### src/rtl/wrc_pkg.sv
package wrc_pkg;

    // Sequencer phases: IDLE, the eight half-clock states, and the two
    // halves of one wait state.
    typedef enum logic [3:0] {
        ST_IDLE,
        ST_S0,
        ST_S1,
        ST_S2,
        ST_S3,
        ST_S4,
        ST_S5,
        ST_S6,
        ST_S7,
        ST_WA,
        ST_WB
    } wrc_state_e;

    // Control lines driven onto the bus, one value per phase.
    typedef struct packed {
        logic busy;
        logic addr_oe;
        logic data_oe;
        logic as_n;
        logic rw;
        logic uds_n;
        logic lds_n;
    } wrc_ctl_t;

    localparam wrc_ctl_t CTL_IDLE = '{
        busy:    1'b0,
        addr_oe: 1'b0,
        data_oe: 1'b0,
        as_n:    1'b1,
        rw:      1'b1,
        uds_n:   1'b1,
        lds_n:   1'b1
    };

    // Maps a phase and a lane mask to the bus control levels for that phase.
    function automatic wrc_ctl_t wrc_decode(input wrc_state_e st, input logic [1:0] lanes);
        wrc_ctl_t c;
        logic     strobe_ph;
        logic     as_ph;
        c         = CTL_IDLE;
        strobe_ph = (st == ST_S4) || (st == ST_S5) || (st == ST_S6) ||
                    (st == ST_WA) || (st == ST_WB);
        as_ph     = strobe_ph || (st == ST_S2) || (st == ST_S3);
        c.busy    = (st != ST_IDLE);
        c.addr_oe = c.busy && (st != ST_S0);
        c.rw      = !(as_ph || (st == ST_S7));
        c.as_n    = !as_ph;
        c.data_oe = strobe_ph || (st == ST_S3) || (st == ST_S7);
        c.uds_n   = !(strobe_ph && lanes[1]);
        c.lds_n   = !(strobe_ph && lanes[0]);
        return c;
    endfunction

endpackage

### src/rtl/wrc_sync.sv
module wrc_sync #(
    parameter int WIDTH  = 2,
    parameter int STAGES = 2
) (
    input  logic             clk_i,
    input  logic             rst_ni,
    input  logic [WIDTH-1:0] d_i,
    output logic [WIDTH-1:0] q_o
);

    localparam int LAST = STAGES - 1;

    logic [STAGES-1:0][WIDTH-1:0] chain_d;
    logic [STAGES-1:0][WIDTH-1:0] chain_q;

    generate
        if (STAGES == 1) begin : g_single
            always_comb chain_d = d_i;
        end else begin : g_multi
            always_comb chain_d = {chain_q[LAST-1:0], d_i};
        end
    endgenerate

    always_ff @(posedge clk_i or negedge rst_ni) begin
        if (!rst_ni) chain_q <= '0;
        else         chain_q <= chain_d;
    end

    assign q_o = chain_q[LAST];

endmodule

### src/rtl/wrc_seq_fsm.sv
module wrc_seq_fsm
    import wrc_pkg::*;
(
    input  logic       clk_i,
    input  logic       rst_ni,
    input  logic       req_i,
    input  logic [1:0] lanes_i,
    input  logic       ack_s_i,
    input  logic       berr_s_i,
    output wrc_state_e state_d_o,
    output logic       load_o,
    output logic       done_o,
    output logic       err_o
);

    typedef struct packed {
        wrc_state_e st;
        logic       berr_seen;
        logic       done;
        logic       err;
    } fsm_t;

    localparam fsm_t FSM_RST = '{st: ST_IDLE, berr_seen: 1'b0, done: 1'b0, err: 1'b0};

    fsm_t fsm_d, fsm_q;
    logic load_d;

    always_comb begin
        fsm_d      = fsm_q;
        fsm_d.done = 1'b0;
        fsm_d.err  = 1'b0;
        load_d     = 1'b0;
        unique case (fsm_q.st)
            ST_IDLE: begin
                if (req_i && (lanes_i != 2'b00)) begin
                    fsm_d.st        = ST_S0;
                    fsm_d.berr_seen = 1'b0;
                    load_d          = 1'b1;
                end
            end
            ST_S0: fsm_d.st = ST_S1;
            ST_S1: fsm_d.st = ST_S2;
            ST_S2: fsm_d.st = ST_S3;
            ST_S3: fsm_d.st = ST_S4;
            ST_S4, ST_WB: begin
                if (berr_s_i) begin
                    fsm_d.berr_seen = 1'b1;
                    fsm_d.st        = ST_S5;
                end else if (ack_s_i) begin
                    fsm_d.st = ST_S5;
                end else begin
                    fsm_d.st = ST_WA;
                end
            end
            ST_WA: fsm_d.st = ST_WB;
            ST_S5: fsm_d.st = ST_S6;
            ST_S6: fsm_d.st = ST_S7;
            ST_S7: begin
                fsm_d.st   = ST_IDLE;
                fsm_d.done = !fsm_q.berr_seen;
                fsm_d.err  = fsm_q.berr_seen;
            end
            default: fsm_d = FSM_RST;
        endcase
    end

    always_ff @(posedge clk_i or negedge rst_ni) begin
        if (!rst_ni) fsm_q <= FSM_RST;
        else         fsm_q <= fsm_d;
    end

    assign state_d_o = fsm_d.st;
    assign load_o    = load_d;
    assign done_o    = fsm_q.done;
    assign err_o     = fsm_q.err;


    done_err_excl_chk: assert property (@(posedge clk_i) disable iff (!rst_ni)
        !(done_o && err_o));


    done_single_chk: assert property (@(posedge clk_i) disable iff (!rst_ni)
        done_o |=> !done_o);


    wait_exit_chk: assert property (@(posedge clk_i) disable iff (!rst_ni)
        (fsm_q.st == ST_S5) |-> ($past(ack_s_i) || $past(berr_s_i)));

endmodule

### src/rtl/wrc_bus_drv.sv
module wrc_bus_drv
    import wrc_pkg::*;
#(
    parameter int AW  = 23,
    parameter int DW  = 16,
    parameter int FCW = 3
) (
    input  logic           clk_i,
    input  logic           rst_ni,
    input  logic           load_i,
    input  wrc_state_e     state_d_i,
    input  logic [AW-1:0]  addr_i,
    input  logic [DW-1:0]  data_i,
    input  logic [FCW-1:0] fc_i,
    input  logic [1:0]     lanes_i,
    output wrc_ctl_t       ctl_o,
    output logic [FCW-1:0] fc_o,
    output logic [AW-1:0]  addr_o,
    output logic [DW-1:0]  data_o
);

    typedef struct packed {
        logic [AW-1:0]  addr;
        logic [DW-1:0]  data;
        logic [FCW-1:0] fc;
        logic [1:0]     lanes;
        wrc_ctl_t       ctl;
    } drv_t;

    drv_t drv_d, drv_q;

    always_comb begin
        drv_d = drv_q;
        if (load_i) begin
            drv_d.addr  = addr_i;
            drv_d.data  = data_i;
            drv_d.fc    = fc_i;
            drv_d.lanes = lanes_i;
        end
        drv_d.ctl = wrc_decode(state_d_i, drv_d.lanes);
    end

    always_ff @(posedge clk_i or negedge rst_ni) begin
        if (!rst_ni) begin
            drv_q       <= '0;
            drv_q.ctl   <= CTL_IDLE;
        end else begin
            drv_q <= drv_d;
        end
    end

    assign ctl_o  = drv_q.ctl;
    assign fc_o   = drv_q.ctl.busy    ? drv_q.fc   : '0;
    assign addr_o = drv_q.ctl.addr_oe ? drv_q.addr : '0;
    assign data_o = drv_q.ctl.data_oe ? drv_q.data : '0;


    as_rw_chk: assert property (@(posedge clk_i) disable iff (!rst_ni)
        !ctl_o.as_n |-> !ctl_o.rw);


    strobe_in_as_chk: assert property (@(posedge clk_i) disable iff (!rst_ni)
        (!ctl_o.uds_n || !ctl_o.lds_n) |-> (!ctl_o.as_n && ctl_o.data_oe));


    data_within_addr_chk: assert property (@(posedge clk_i) disable iff (!rst_ni)
        ctl_o.data_oe |-> ctl_o.addr_oe);


    addr_hold_chk: assert property (@(posedge clk_i) disable iff (!rst_ni)
        (ctl_o.addr_oe && $past(ctl_o.addr_oe)) |-> $stable(addr_o));


    fc_hold_chk: assert property (@(posedge clk_i) disable iff (!rst_ni)
        (ctl_o.busy && $past(ctl_o.busy)) |-> $stable(fc_o));

endmodule

### src/rtl/wrc_write_seq.sv
module wrc_write_seq
    import wrc_pkg::*;
#(
    parameter int AW          = 23,
    parameter int DW          = 16,
    parameter int FCW         = 3,
    parameter int SYNC_STAGES = 2
) (
    input  logic           clk_i,
    input  logic           rst_ni,
    input  logic           req_i,
    input  logic [AW-1:0]  addr_i,
    input  logic [DW-1:0]  wdata_i,
    input  logic [FCW-1:0] fc_i,
    input  logic [1:0]     be_i,
    input  logic           ack_ni,
    input  logic           berr_ni,
    output logic           busy_o,
    output logic           done_o,
    output logic           err_o,
    output logic [FCW-1:0] fc_o,
    output logic [AW-1:0]  addr_o,
    output logic           addr_oe_o,
    output logic [DW-1:0]  data_o,
    output logic           data_oe_o,
    output logic           as_no,
    output logic           uds_no,
    output logic           lds_no,
    output logic           rw_o
);

    localparam int TERM_W = 2;

    logic [TERM_W-1:0] term_raw;
    logic [TERM_W-1:0] term_sync;
    wrc_state_e        state_d;
    logic              load;
    wrc_ctl_t          ctl;

    assign term_raw = {~berr_ni, ~ack_ni};

    wrc_sync #(
        .WIDTH  (TERM_W),
        .STAGES (SYNC_STAGES)
    ) term_sync_i (
        .clk_i  (clk_i),
        .rst_ni (rst_ni),
        .d_i    (term_raw),
        .q_o    (term_sync)
    );

    wrc_seq_fsm fsm_i (
        .clk_i     (clk_i),
        .rst_ni    (rst_ni),
        .req_i     (req_i),
        .lanes_i   (be_i),
        .ack_s_i   (term_sync[0]),
        .berr_s_i  (term_sync[1]),
        .state_d_o (state_d),
        .load_o    (load),
        .done_o    (done_o),
        .err_o     (err_o)
    );

    wrc_bus_drv #(
        .AW  (AW),
        .DW  (DW),
        .FCW (FCW)
    ) drv_i (
        .clk_i     (clk_i),
        .rst_ni    (rst_ni),
        .load_i    (load),
        .state_d_i (state_d),
        .addr_i    (addr_i),
        .data_i    (wdata_i),
        .fc_i      (fc_i),
        .lanes_i   (be_i),
        .ctl_o     (ctl),
        .fc_o      (fc_o),
        .addr_o    (addr_o),
        .data_o    (data_o)
    );

    assign busy_o    = ctl.busy;
    assign addr_oe_o = ctl.addr_oe;
    assign data_oe_o = ctl.data_oe;
    assign as_no     = ctl.as_n;
    assign rw_o      = ctl.rw;
    assign uds_no    = ctl.uds_n;
    assign lds_no    = ctl.lds_n;


    end_pulse_chk: assert property (@(posedge clk_i) disable iff (!rst_ni)
        $fell(busy_o) |-> (done_o || err_o));


    idle_release_chk: assert property (@(posedge clk_i) disable iff (!rst_ni)
        !busy_o |-> (!addr_oe_o && !data_oe_o && rw_o && as_no));

endmodule

### config.mk
export PLATFORM = sky130hd
export DESIGN_NAME = wrc_write_seq
export DESIGN_NICKNAME = d
export VERILOG_FILES = /design/src/rtl/wrc_pkg.sv /design/src/rtl/wrc_sync.sv /design/src/rtl/wrc_seq_fsm.sv /design/src/rtl/wrc_bus_drv.sv /design/src/rtl/wrc_write_seq.sv
export SDC_FILE = /design/constraint.sdc
export NUM_CORES = 1
export LEC_CHECK = 0
export ABC_AREA = 1
export BUFFER_PORTS_ARGS = -buffer_cell sky130_fd_sc_hd__buf_4
export CAP_MARGIN = 20
export CORE_ASPECT_RATIO = 1.4
export CORE_UTILIZATION = 50
export DETAILED_ROUTE_END_ITERATION = 8
export PLACE_DENSITY = 0.8
export RECOVER_POWER = 50
export SKIP_CTS_REPAIR_TIMING = 1
export SYNTH_ARGS = -nofsm -noshare
export SYNTH_HDL_FRONTEND = slang
export SYNTH_SLANG_ARGS = --single-unit
### constraint.sdc
create_clock -name clk_i -period 1.4 [get_ports clk_i]
set_input_delay 0.07 -clock clk_i [delete_from_list [all_inputs] [get_ports clk_i]]
set_output_delay 0.07 -clock clk_i [all_outputs]
set_load 0.01 [all_outputs]
* Word-level counts from Yosys, hierarchy flattened
Index checks and enable logic that the tools add are counted.
** Word-level totals
- Register bits :: 62
** Cells by class
- Equal/unequal tests :: 21
- Muxes and demuxes :: 13
- Bitwise operators :: 3
- Reduce and logical (&&, ||, !) cells :: 24
** Operator list (count)
- 4-bit one-hot mux with 9 select lines :: 1
- 4-bit by 3-bit == test with 1-bit output (second input constant) :: 8
- 4-bit == test (second input constant) :: 6
- 23-bit 2-to-1 mux :: 1
- 16-bit 2-to-1 mux :: 1
- 4-bit by 2-bit == test with 1-bit output (second input constant) :: 3
- 1-bit logical OR :: 9
- 4-bit 2-to-1 mux :: 2
- 8-bit OR reduction :: 1
- 1-bit zero test :: 5
- 5-bit 2-to-1 mux :: 1
- 4-bit by 1-bit == test with 1-bit output (second input constant) :: 1
- 1-bit logical AND :: 4
- 4-bit zero test :: 1
- 2-bit 2-to-1 mux :: 2
- 4-bit by 1-bit != test with 1-bit output (second input constant) :: 1
- 4-bit nonzero test :: 1
- 1-bit 2-to-1 mux :: 3
- 3-bit 2-to-1 mux :: 1
- 1-bit inverter :: 3
- 1-bit one-hot mux with 3 select lines :: 1
- 3-bit AND reduction :: 1
- 2-bit by 1-bit != test with 1-bit output (second input constant) :: 1
- 2-bit != test (second input constant) :: 1
- other kinds (2) :: 2

* Depth between registers and ports, before layout
- Depth after elaboration :: 13
- Mapped depth :: 8

* Modules after synthesis
From an unflattened synthesis, not the netlist that was laid out.
** Second synthesis, totals
- Cells, all modules :: 290
- Area, all modules :: 3057.9 um2
** By module, submodules not included
- wrc_bus_drv :: times used 1, cells each 222, area each 2499.9 um2, sequential area each 1281.2 um2
- wrc_seq_fsm :: times used 1, cells each 62, area each 450.4 um2, sequential area each 175.2 um2
- wrc_sync :: times used 1, cells each 4, area each 100.1 um2, sequential area each 100.1 um2
- wrc_write_seq :: times used 1, cells each 2, area each 7.5 um2, sequential area each 0.0 um2

* Worst setup path before layout
OpenSTA, ideal clock, no wires.
- Kind :: flip-flop to flip-flop
- Start point :: reg fsm_i.fsm_q[6] in the netlist's numbering
- End point :: reg drv_i.drv_q[12] in the netlist's numbering
- Setup time :: 0.121 ns
- Data arrival time :: 1.129 ns
- Data required time :: 1.279 ns
- Slack :: 0.151 ns
- Stages on the path, launching flop included :: 7
- Clock period less this slack :: 1.249 ns
- Path through :: dfrtp_1 nor2_4 nand4_4 buf_6 buf_6 nand2_1 o21ai_1
** On the way
- Word-level cells in the longest chain between the ends :: 2
** RTL lines
- start, declared :: RTL line wrc_seq_fsm.sv:25 : fsm_t fsm_d, fsm_q;
- start signal, assigned :: RTL line wrc_seq_fsm.sv:69 : else fsm_q <= fsm_d;
- 4-bit zero test :: RTL line wrc_seq_fsm.sv:33 : unique case (fsm_q.st)
- 1-bit 2-to-1 mux :: RTL line wrc_seq_fsm.sv:33
- end signal, assigned :: RTL line wrc_bus_drv.sv:48 : drv_q <= drv_d;
- end, declared :: RTL line wrc_bus_drv.sv:30 : drv_t drv_d, drv_q;
Every way passes these cells.
A chain may end at the register's enable or synchronous reset.

* Final worst setup path
- Start point :: reg fsm_i.fsm_q[3] in the netlist's numbering
- End point :: reg drv_i.drv_q[45] in the netlist's numbering
Same word-level chain as after synthesis.

==> reports/results.txt <==
Worst slew margin = 40.0%
HPWL after detailed placement = 4650 um
CTS Sinks = 62
PD cells = 1930 nW/um^2
Hold Path Sink = drv_i.drv_q[13]
Most numerous cell in the Yosys netlist = nand2_1
# IOs = 100
Ys Warns = 0
Antenna-violating nets left = 0
R2R cell count = 5
Final period util = 94.2%
Synth Flop Type = dfrtp_1
Synthesized area per cell = 7.84 um^2
Slew Viols, Final = 0
Hold Crit Class = in -> reg
Drt via density = 4.59
TritonCTS Buffers = 9
First-pass GRT wire length = 10400 um
Post-synthesis cell count = 365
Hold Worst Slack = -0.00358 ns
Top cell type's share of synthesized area = 50.7%
Max cap viols = 0
Area growth syn-to-layout = 41.4%
Final Instance Count excl. Fillers = 558
Synth Register Bits = 62
Minimum clock period = 1.32 ns
Setup violators final = 0
Layout cells sized above 1 = 29.0%
Post-route DRC = 0
Switching share of total power = 38.1%
Comb pwr share = 44.8%
Startpoint types = register
Die ar. = 6030 um^2
Average wire per standard cell = 11.5 um
# rows = 32
Failing checks = hold timing
Hold Crit Start = wdata_i[1]
Clk pwr share = 16.3%
Nets = 536
Synth area leader = dfrtp_1
Synth top area cells = dfrtp_1 51%, nand2_1 14%, inv_1 13%
VDD IR max = 1.39 mV
Gpl congestion = 0.920
Hold path cells = 3
CTS tree = built
Cells after DPL = 528
Register area share after synthesis = 54.4%
Final wirelength = 6410 um
Syn_nets = 414
Hold Fails Final Rpt = 6
Synth Cell Area = 2860 um^2
Category of the most critical setup path = reg -> reg
Crit. End Element = register
Grt total ovfl = 0
Worst R2R Setup Slack = 0.08 ns
Int Pwr = 4840 uW
Die W = 65.9 um
Total GRT Usage = 23.0%
Vias in the first global route = 2337
CP arrival = 1.52 ns
Antenna violations before repair = 0
Antenna diode count = 0
EDFF count, synth = 0
Root Buffer = clkbuf_8
Largest net degree at the start of global routing = 57
Critical path peak fanout = 56
Initial core utilization = 51.8%
WP data required = 1.60 ns
LEAKAGE = 0.00250 uW
Core area = 5530 um^2
H-tree depth = 3
Synth top cells by count = 105 x nand2_1, 99 x inv_1, 58 x dfrtp_1, 35 x o21ai_0, 14 x nor2_1
Reg power frac = 38.9%
Reg2Reg Launch Point = fsm_i.fsm_q[3]
Vias = 2559
Port bufs = 99
Starting DRT DRC Count = 120
Clock Latency Late Sink = 0.33 ns
DRT Pass-1 Iters = 6
Post-synth cell types = 22
Slew @ Worst Pin = 0.900 ns
Setup TNS = 0 ns
Die H = 91.5 um
Maximum clock rate = 0.758 GHz
Final core utilization = 73.2%
Async S/R FF share, synth = 100%
CTS clk-pin slew, worst paths = 0.06 ns
Worst Skew = 0.00459 ns
Sw Pwr = 2980 uW
Reg-to-reg endpoint = drv_i.drv_q[45]
Status = finished with violations
CTS max path bufs = 2
placed cells by master, fill, tap and decap left out, types with 4 or more instances in the layout:
cell type / n
dfrtp_1: 55
o21ai_1: 9
clkbuf_1: 4
o21ai_0: 34
dfstp_2: 4
nand3_1: 5
o21ai_2: 5
clkbuf_8: 10
nand2_1: 104
inv_1: 99
nor2_1: 13
buf_4: 99
dlygate4sd3_1: 16
state kept, by name, summed over array words and instances, names as in the netlist:
| register | count |
|---|---|
| term_sync_i.chain_d | 2 |
| drv_i.drv_q | 44 |
| fsm_i.done_o | 1 |
| fsm_i.err_o | 1 |
| term_sync_i.q_o | 2 |
| drv_i.ctl_o | 7 |
| fsm_i.fsm_q | 5 |
final cells by class:
class	count	area [um^2]
multi-input cells	189	871
fillers	445	1480
flip-flops and latches	62	1560
well taps	68	85.1
repair buffers	124	996
inverters	101	379
clock inverters	2	10.0
clock buffers	12	145
worst max-delay path by stage:
stage / from / end / cells past startpoint
6_report: fsm_i.fsm_q[3] / drv_i.drv_q[45] / 5
5_1_grt: fsm_i.fsm_q[3] / drv_i.ctl_o[2] / 7
4_1_cts: fsm_i.fsm_q[4] / fsm_i.fsm_q[4] / 6
3_5_place_dp: fsm_i.fsm_q[4] / fsm_i.fsm_q[4] / 6
3_3_place_gp: fsm_i.fsm_q[4] / fsm_i.fsm_q[4] / 6
2_1_floorplan: fsm_i.fsm_q[6] / drv_i.drv_q[12] / 6
through the flow:
| step | area (um^2) | worst slack, ns | hold WS, ns | total power [uW] |
|---|---|---|---|---|
| final | 4050 | 0.0810 | -0.00358 | 7830 |
| after CTS | 3880 | 0.0204 | -0.313 | 7850 |
| after global routing | 4050 | -0.00632 | -0.00383 | 8520 |
| after floorplan | 2860 | 0.151 | -0.226 | 5010 |
| after global placement | 3730 | 0.0198 | 0.0504 | 6440 |
| after detailed placement | 3730 | 0.0311 | 0.0537 | 6530 |
critical path: stages, from the launching register on:
cell and delay, ns:
dfrtp_1 0.47, nor2_4 0.15, nand4_4 0.18, buf_12 0.23
nand2_1 0.08, o21ai_0 0.08
per-layer routing:
| layer | track usage, % | wire length, um | share of wire (%) |
|---|---|---|---|
| met1 | 27.7 | 2600 | 41 |
| met2 | 37.9 | 3300 | 51 |
| met3 | 6.53 | 306 | 4.8 |
| met4 | 9.57 | 199 | 3.1 |
| met5 | 0 | 0 | 0 |
power by group through the flow:
stage               logic, uW  registers (uW)  clock network (uW)
detailed placement       3480            3050                   0
global placement         3410            3030                   0
finish                   3500            3050                1280
global route             3980            3130                1410
CTS                      3490            3030                1330
floorplan                1990            3020                   0
logic make-up after synthesis:
group                  after synthesis  synth area share (%)
AO/OA/AOI/OAI                       53                  10.0
AND/OR/NAND/NOR                    136                  19.9
buffers and inverters              114                  15.7
flip-flops                          62                  54.4
Power figures use the tool's default switching activity.
